$ cat src/rtl/stk4_pkg.sv
`timescale 1ns/1ps
package stk4_pkg;

    typedef enum logic [3:0] {
        OP_ADD  = 4'h0, OP_SUB, OP_AND, OP_OR,
        OP_COMP, OP_INCR, OP_RSR, OP_ASR,
        OP_PSHM, OP_POPM, OP_BR, OP_BRZ,
        OP_BRN, OP_JSR, OP_RTS, OP_NOP
    } opcode_e;

    typedef enum logic [2:0] {
        ST_FETCH, ST_AHI, ST_ALO, ST_EXEC, ST_JSR2, ST_RTS2
    } state_e;

    typedef enum logic [2:0] {
        SK_IDLE, SK_PUSH, SK_POP, SK_REPL, SK_MERGE
    } stkop_e;

endpackage

$ cat src/rtl/stk4_alu.sv
`timescale 1ns/1ps
module stk4_alu
    import stk4_pkg::*;
#(
    parameter int DW = 4
) (
    input  opcode_e         op,
    input  logic [DW-1:0]   a,     // second from top
    input  logic [DW-1:0]   b,     // top
    output logic [DW-1:0]   y
);
    always_comb begin
        case (op)
            OP_ADD:  y = a + b;
            OP_SUB:  y = a - b;
            OP_AND:  y = a & b;
            OP_OR:   y = a | b;
            OP_COMP: y = ~b;
            OP_INCR: y = b + DW'(1);
            OP_RSR:  y = {b[0], b[DW-1:1]};
            OP_ASR:  y = {b[DW-1], b[DW-1:1]};
            default: y = b;
        endcase
    end
endmodule

$ cat src/rtl/stk4_stack.sv
`timescale 1ns/1ps
module stk4_stack
    import stk4_pkg::*;
#(
    parameter int DW    = 4,
    parameter int DEPTH = 16
) (
    input  logic                        clk,
    input  logic                        rst_n,
    input  stkop_e                      op,
    input  logic [DW-1:0]               wdata,
    output logic [$clog2(DEPTH):0]      sp,
    output logic [$clog2(DEPTH):0]      fill,
    output logic [DW-1:0]               top,
    output logic [DW-1:0]               second
);
    localparam int IW = $clog2(DEPTH);
    localparam int PW = IW + 1;

    typedef struct packed {
        logic [DEPTH-1:0][DW-1:0] mem;
        logic [PW-1:0]            sp;
    } stk_t;

    stk_t q, d;
    logic [IW-1:0] idx_top, idx_up, idx_dn;
    logic          empty;

    always_comb begin
        d       = q;
        idx_top = q.sp[IW-1:0];
        idx_up  = idx_top + IW'(1);
        idx_dn  = idx_top - IW'(1);
        empty   = q.sp[PW-1];
        case (op)
            SK_PUSH: begin
                d.sp          = q.sp + PW'(1);
                d.mem[idx_up] = wdata;
            end
            SK_POP:   d.sp = q.sp - PW'(1);
            SK_REPL:  d.mem[idx_top] = wdata;
            SK_MERGE: begin
                d.mem[idx_dn] = wdata;
                d.sp          = q.sp - PW'(1);
            end
            default: ;
        endcase
        sp     = q.sp;
        fill   = q.sp + PW'(1);
        top    = empty ? '0 : q.mem[idx_top];
        second = q.mem[idx_dn];
    end

    always_ff @(posedge clk) begin
        if (!rst_n) begin
            q.mem <= '0;
            q.sp  <= '1;
        end else begin
            q <= d;
        end
    end

    AST_FILL_RANGE: assert property (@(posedge clk) disable iff (!rst_n)
        fill <= PW'(DEPTH));
    AST_PUSH_SHOWS: assert property (@(posedge clk) disable iff (!rst_n)
        (op == SK_PUSH) |=> (top == $past(wdata)));
endmodule

$ cat src/rtl/stk4_core.sv
`timescale 1ns/1ps
module stk4_core
    import stk4_pkg::*;
#(
    parameter int DW    = 4,
    parameter int DEPTH = 16
) (
    input  logic                     clk,
    input  logic                     rst_n,
    output logic [2*DW-1:0]          imem_addr,
    input  logic [DW-1:0]            imem_data,
    output logic [2*DW-1:0]          dmem_addr,
    input  logic [DW-1:0]            dmem_rdata,
    output logic [DW-1:0]            dmem_wdata,
    output logic                     dmem_we,
    output logic [$clog2(DEPTH):0]   sp_o,
    output logic [DW-1:0]            tos_o,
    output logic                     err_o
);
    localparam int AW = 2 * DW;
    localparam int PW = $clog2(DEPTH) + 1;

    typedef struct packed {
        state_e        st;
        opcode_e       ir;
        logic [AW-1:0] pc;
        logic [AW-1:0] tgt;
        logic [DW-1:0] hold;
        logic          err;
    } regs_t;

    localparam regs_t RST = '{st: ST_FETCH, ir: OP_NOP, pc: '0, tgt: '0, hold: '0, err: 1'b0};

    regs_t         q, d;
    stkop_e        sk_op;
    logic [DW-1:0] sk_wdata, top, second, alu_y;
    logic [PW-1:0] sp, fill;
    logic          fault;
    opcode_e       op_f;

    stk4_stack #(.DW(DW), .DEPTH(DEPTH)) u_stack (
        .clk(clk), .rst_n(rst_n), .op(sk_op), .wdata(sk_wdata),
        .sp(sp), .fill(fill), .top(top), .second(second)
    );

    stk4_alu #(.DW(DW)) u_alu (
        .op(q.ir), .a(second), .b(top), .y(alu_y)
    );

    always_comb begin
        d        = q;
        sk_op    = SK_IDLE;
        sk_wdata = '0;
        dmem_we  = 1'b0;
        fault    = 1'b0;
        op_f     = opcode_e'(imem_data[3:0]);
        case (q.st)
            ST_FETCH: begin
                d.ir = op_f;
                d.pc = q.pc + AW'(1);
                d.st = (op_f >= OP_PSHM && op_f <= OP_JSR) ? ST_AHI : ST_EXEC;
            end
            ST_AHI: begin
                d.tgt[AW-1:DW] = imem_data;
                d.pc = q.pc + AW'(1);
                d.st = ST_ALO;
            end
            ST_ALO: begin
                d.tgt[DW-1:0] = imem_data;
                d.pc = q.pc + AW'(1);
                d.st = ST_EXEC;
            end
            ST_EXEC: begin
                d.st = ST_FETCH;
                case (q.ir)
                    OP_ADD, OP_SUB, OP_AND, OP_OR, OP_RTS: fault = fill < PW'(2);
                    OP_COMP, OP_INCR, OP_RSR, OP_ASR,
                    OP_POPM, OP_BRZ, OP_BRN:               fault = fill == '0;
                    OP_PSHM:                               fault = fill == PW'(DEPTH);
                    OP_JSR:                                fault = fill > PW'(DEPTH - 2);
                    default:                               fault = 1'b0;
                endcase
                if (fault) begin
                    d.err = 1'b1;
                end else begin
                    case (q.ir)
                        OP_ADD, OP_SUB, OP_AND, OP_OR: begin
                            sk_op = SK_MERGE; sk_wdata = alu_y;
                        end
                        OP_COMP, OP_INCR, OP_RSR, OP_ASR: begin
                            sk_op = SK_REPL; sk_wdata = alu_y;
                        end
                        OP_PSHM: begin
                            sk_op = SK_PUSH; sk_wdata = dmem_rdata;
                        end
                        OP_POPM: begin
                            sk_op = SK_POP; dmem_we = 1'b1;
                        end
                        OP_BR:  d.pc = q.tgt;
                        OP_BRZ: if (top == '0) d.pc = q.tgt;
                        OP_BRN: if (top[DW-1]) d.pc = q.tgt;
                        OP_JSR: begin
                            sk_op = SK_PUSH; sk_wdata = q.pc[DW-1:0];
                            d.st  = ST_JSR2;
                        end
                        OP_RTS: begin
                            sk_op  = SK_POP; d.hold = top;
                            d.st   = ST_RTS2;
                        end
                        default: ;
                    endcase
                end
            end
            ST_JSR2: begin
                sk_op    = SK_PUSH;
                sk_wdata = q.pc[AW-1:DW];
                d.pc     = q.tgt;
                d.st     = ST_FETCH;
            end
            ST_RTS2: begin
                sk_op = SK_POP;
                d.pc  = {q.hold, top};
                d.st  = ST_FETCH;
            end
            default: d.st = ST_FETCH;
        endcase
    end

    always_ff @(posedge clk) begin
        if (!rst_n) q <= RST;
        else        q <= d;
    end

    assign imem_addr  = q.pc;
    assign dmem_addr  = q.tgt;
    assign dmem_wdata = top;
    assign sp_o       = sp;
    assign tos_o      = top;
    assign err_o      = q.err;

    AST_ERR_STICKY: assert property (@(posedge clk) disable iff (!rst_n)
        err_o |=> err_o);
    AST_STORE_POPS: assert property (@(posedge clk) disable iff (!rst_n)
        dmem_we |=> (fill == $past(fill) - PW'(1)));
    AST_BRANCH_KEEPS: assert property (@(posedge clk) disable iff (!rst_n)
        (q.st == ST_EXEC && (q.ir == OP_BRZ || q.ir == OP_BRN)) |=> $stable(fill));
    AST_FAULT_FROZEN: assert property (@(posedge clk) disable iff (!rst_n)
        (q.st == ST_EXEC && fault) |=> (fill == $past(fill) && !$past(dmem_we)));
    AST_FETCH_STEP: assert property (@(posedge clk) disable iff (!rst_n)
        (q.st == ST_AHI) |=> (imem_addr == $past(imem_addr) + AW'(1)));
endmodule

$ cat config.mk
export PLATFORM = sky130hd
export DESIGN_NAME = stk4_core
export DESIGN_NICKNAME = d
export VERILOG_FILES = /design/src/rtl/stk4_pkg.sv /design/src/rtl/stk4_alu.sv /design/src/rtl/stk4_stack.sv /design/src/rtl/stk4_core.sv
export SDC_FILE = /design/constraint.sdc
export NUM_CORES = 1
export LEC_CHECK = 0
export ABC_AREA = 1
export BUFFER_PORTS_ARGS = -buffer_cell sky130_fd_sc_hd__buf_2
export CAP_MARGIN = 30
export CELL_PAD_IN_SITES_DETAIL_PLACEMENT = 2
export CELL_PAD_IN_SITES_GLOBAL_PLACEMENT = 2
export CORE_MARGIN = 4
export CORE_UTILIZATION = 30
export CTS_CLUSTER_DIAMETER = 50
export CTS_CLUSTER_SIZE = 16
export DETAILED_ROUTE_END_ITERATION = 7
export HOLD_SLACK_MARGIN = 0.02
export PLACE_DENSITY_LB_ADDON = 0.05
export SLEW_MARGIN = 5
export SYNTH_ARGS = -nofsm -noshare
export SYNTH_HDL_FRONTEND = slang
export SYNTH_SLANG_ARGS = --single-unit
export TNS_END_PERCENT = 1
$ cat constraint.sdc
create_clock -name clk -period 4.81 [get_ports clk]
set_input_delay 0.7215 -clock clk [delete_from_list [all_inputs] [get_ports clk]]
set_output_delay 0.7215 -clock clk [all_outputs]
set_load 0.02 [all_outputs]
==> qor.yml <==
critPathKind: "reg2reg"
area_growth_pct: 7.391
yosys.area_share.xor_xnor_pct: 1.078
routed_wl_microns: 48020
synthDistinctLibCells: 47
die_area_sq_mm: 0.03463
io_pins: 41
cts_made_buffers: 9
routedWlPerCell_microns: 23.14
syn_nets: 1721
die_w_microns: 186.1
critPathMaxStageDelay_ns: 0.51
finalClockSkew_ns: 0.01333
syn-mean-instance-area_sq_um: 5.636
drtAntennaViolNets: 0
clk_pin_slew_ns: 0.08
setup_viol: 0
drv_slew: 0
drc_errors: 0
die_h_microns: 186.1
numPortBuffers: 40
r2r_setup_slack_ns: 0.51
hold_path_class: "reg2reg"
cts_tree: "yes"
n_antenna_cell: 0
grt_pass1_vias: 11870
synth_area_sq_mm: 0.009514
ir_worst_vdd_uv: 174.2
row_count: 64
ys_async_sr_fraction_pct: 0
post-cts-setup-buffers: 0
cts_buffer_depth: 2
end_kind: "register"
yosysWarnings: 0
maxSlewHeadroom_pct: 37.44
synth-simple-area-share_pct: 35.99
num_vias: 11470
ys_ff_latch: 97
synth_area_leader_cell: "dfxtp_1"
cts_sinks: 97
final_cell_mix: "393 x nand2_1, 233 x a21oi_1, 208 x nor2_1, 196 x inv_1, 148 x nand3_1"
hold_viol: 0
viasPerCell: 5.530
gp_congestion: 0.8976
grt_pass1_wl_microns: 73350
synth_compound_area_share_pct: 24.54
pwr_density_cell_mw_per_mm2: 262.2
tightestPinTransition_ns: 0.9383
cp_cell_sequence: "inv_2 -> buf_4 -> buf_4 -> o21ai_0 -> o21ai_0 -> nand2_1 -> nand4_1 -> inv_1 -> fa_1 -> xor2_1 -> o22ai_1 -> a21oi_1 -> nand4_1 -> o21ai_2 -> nand2_1 -> buf_4 -> nor2_2 -> buf_4 -> nand2_1 -> nand3_1 -> a21oi_1"
cts.hold.buffers_added: 0
max_freq_mhz: 232.7
cpMostUsedCell: "buf_4"
fin_crit_ns: 4.297
yosysTopAreaCellShare_pct: 20.41
drv_cap: 0
synth-edff-count: 0
p_leak_nw: 4.438
dp_hpwl_microns: 33760
synth_ff_type: "dfxtp_1"
ys_seq_area_share_pct: 20.41
critical_path_arrival_ns: 4.57
post_cts_resized: 0
totalPowerFinal_w: 0.002679
track_usage_pct: 27.90
finalSetupTns_ns: 0
grt_max_degree: 92
cts_root_buffer: "clkbuf_16"
crit_fanout: 36
syn_inst: 1688
crit_required_ns: 5.08
cp-start-kind: "register"
mostFrequentLayoutCell: "nand2_1"
h-tree-depth: 3
synth_mux_area_share_pct: 0
rsz0062_at_grt: "false"
core_area_sq_mm: 0.03091
first_pass_iters: 5
critPathSlowestCell: "o21ai_0"
antenna_found_initial: 0
status: "completed"
drt_iter0_drc: 785
synth_area_leaders: "dfxtp_1 20%, nand2_1 16%, a21oi_1 12%"
synth_top_family_by_area: "simple AND/OR/NAND/NOR gates"
finalCritPeriodShare_pct: 89.33
nets: 1707
clock_latency_ns: 0.39
overflow: 0
synth_fa_ha_area_share_pct: 3.183
initial_utilization_pct: 30.78
drive_above_1_share_pct: 9.529
## synthesized netlist by cell type (2+ instances only)
| cell | count |
|---|---|
| inv_1 | 197 |
| o21ai_0 | 131 |
| nor2_1 | 208 |
| nand2_2 | 13 |
| fa_1 | 2 |
| nand3_1 | 148 |
| a211oi_1 | 7 |
| a221oi_1 | 2 |
| ha_1 | 21 |
| buf_2 | 30 |
| nand4_1 | 7 |
| o21ai_1 | 24 |
| o21ai_2 | 4 |
| nor2_2 | 14 |
| buf_4 | 34 |
| buf_1 | 3 |
| o221ai_1 | 2 |
| nand3_2 | 2 |
| nor2_4 | 5 |
| a31oi_1 | 2 |
| clkinv_1 | 2 |
| o211ai_1 | 21 |
| dfxtp_1 | 97 |
| nor3_1 | 6 |
| xor2_1 | 7 |
| a32o_1 | 3 |
| inv_2 | 14 |
| xor2_2 | 2 |
| clkbuf_1 | 30 |
| a21oi_1 | 233 |
| nand2_4 | 3 |
| buf_6 | 6 |
| nand2_1 | 394 |
## layout make-up
cell class / instances / area [sq um]
Tap cell: 396 / 495.5
Timing Repair Buffer: 78 / 523.0
Clock buffer: 10 / 229.0
Fill cell: 4036 / 20690
Inverter: 215 / 810.8
Clock inverter: 6 / 48.80
Multi-Input combinational cell: 1273 / 6167
Sequential cell: 97 / 1943
## critical path: cells and delay by family, from the launching register on
kind / cells / cell delay [ns]
adders and majority gates: 1 / 0.42
AOI/OAI and AO/OA: 6 / 1.09
buffers and inverters: 6 / 1.25
xor gates and xnor gates: 1 / 0.16
and+or+nand+nor: 7 / 0.87
DFF: 1 / 0.35
## metrics by stage
stage | util, % | cell area [sq um] | hold WS (ns) | cells | worst slack, ns
6_report | 33.06 | 10220 | 0.4877 | 2075 | 0.5130
5_1_grt | 33.06 | 10220 | 0.5254 | 2075 | 0.1603
4_1_cts | 33.06 | 10220 | 0.4869 | 2075 | 0.5281
3_5_place_dp | 32.16 | 9940 | 0.4668 | 2059 | 0.5412
3_3_place_gp | 32.16 | 9940 | 0.4453 | 2059 | 0.6434
2_1_floorplan | - | 9514 | 0.4369 | 1688 | 0.004597
## power breakdown
part / switching [W] / total (W) / internal (W)
Clock: 0.000409 / 0.000768 / 0.000360
Sequential: 0.0000569 / 0.000900 / 0.000844
Combinational: 0.000734 / 0.00101 / 0.000276
## layer usage
layer,track usage (%),routed length (microns)
met1,38.17,22470
met2,47.20,22690
met3,3.674,2107
met4,5.683,744
met5,0,0
## path summary, 6_finish.rpt
path / startpoint / to / cells after the start
setup reg to reg: u_stack.sp[0] / register / 21
hold / removal: dmem_addr[6] / dmem_addr[6] / 2
hold reg to reg: dmem_addr[6] / dmem_addr[6] / 2
setup / recovery: u_stack.sp[0] / register / 21
## cells by family after synthesis
logic type | Yosys count
xor+xnor | 10
flops | 97
buf+inv | 318
compound gates | 435
simple gates | 805
fa+ha+maj | 23
(Power assumes the default switching activity.)
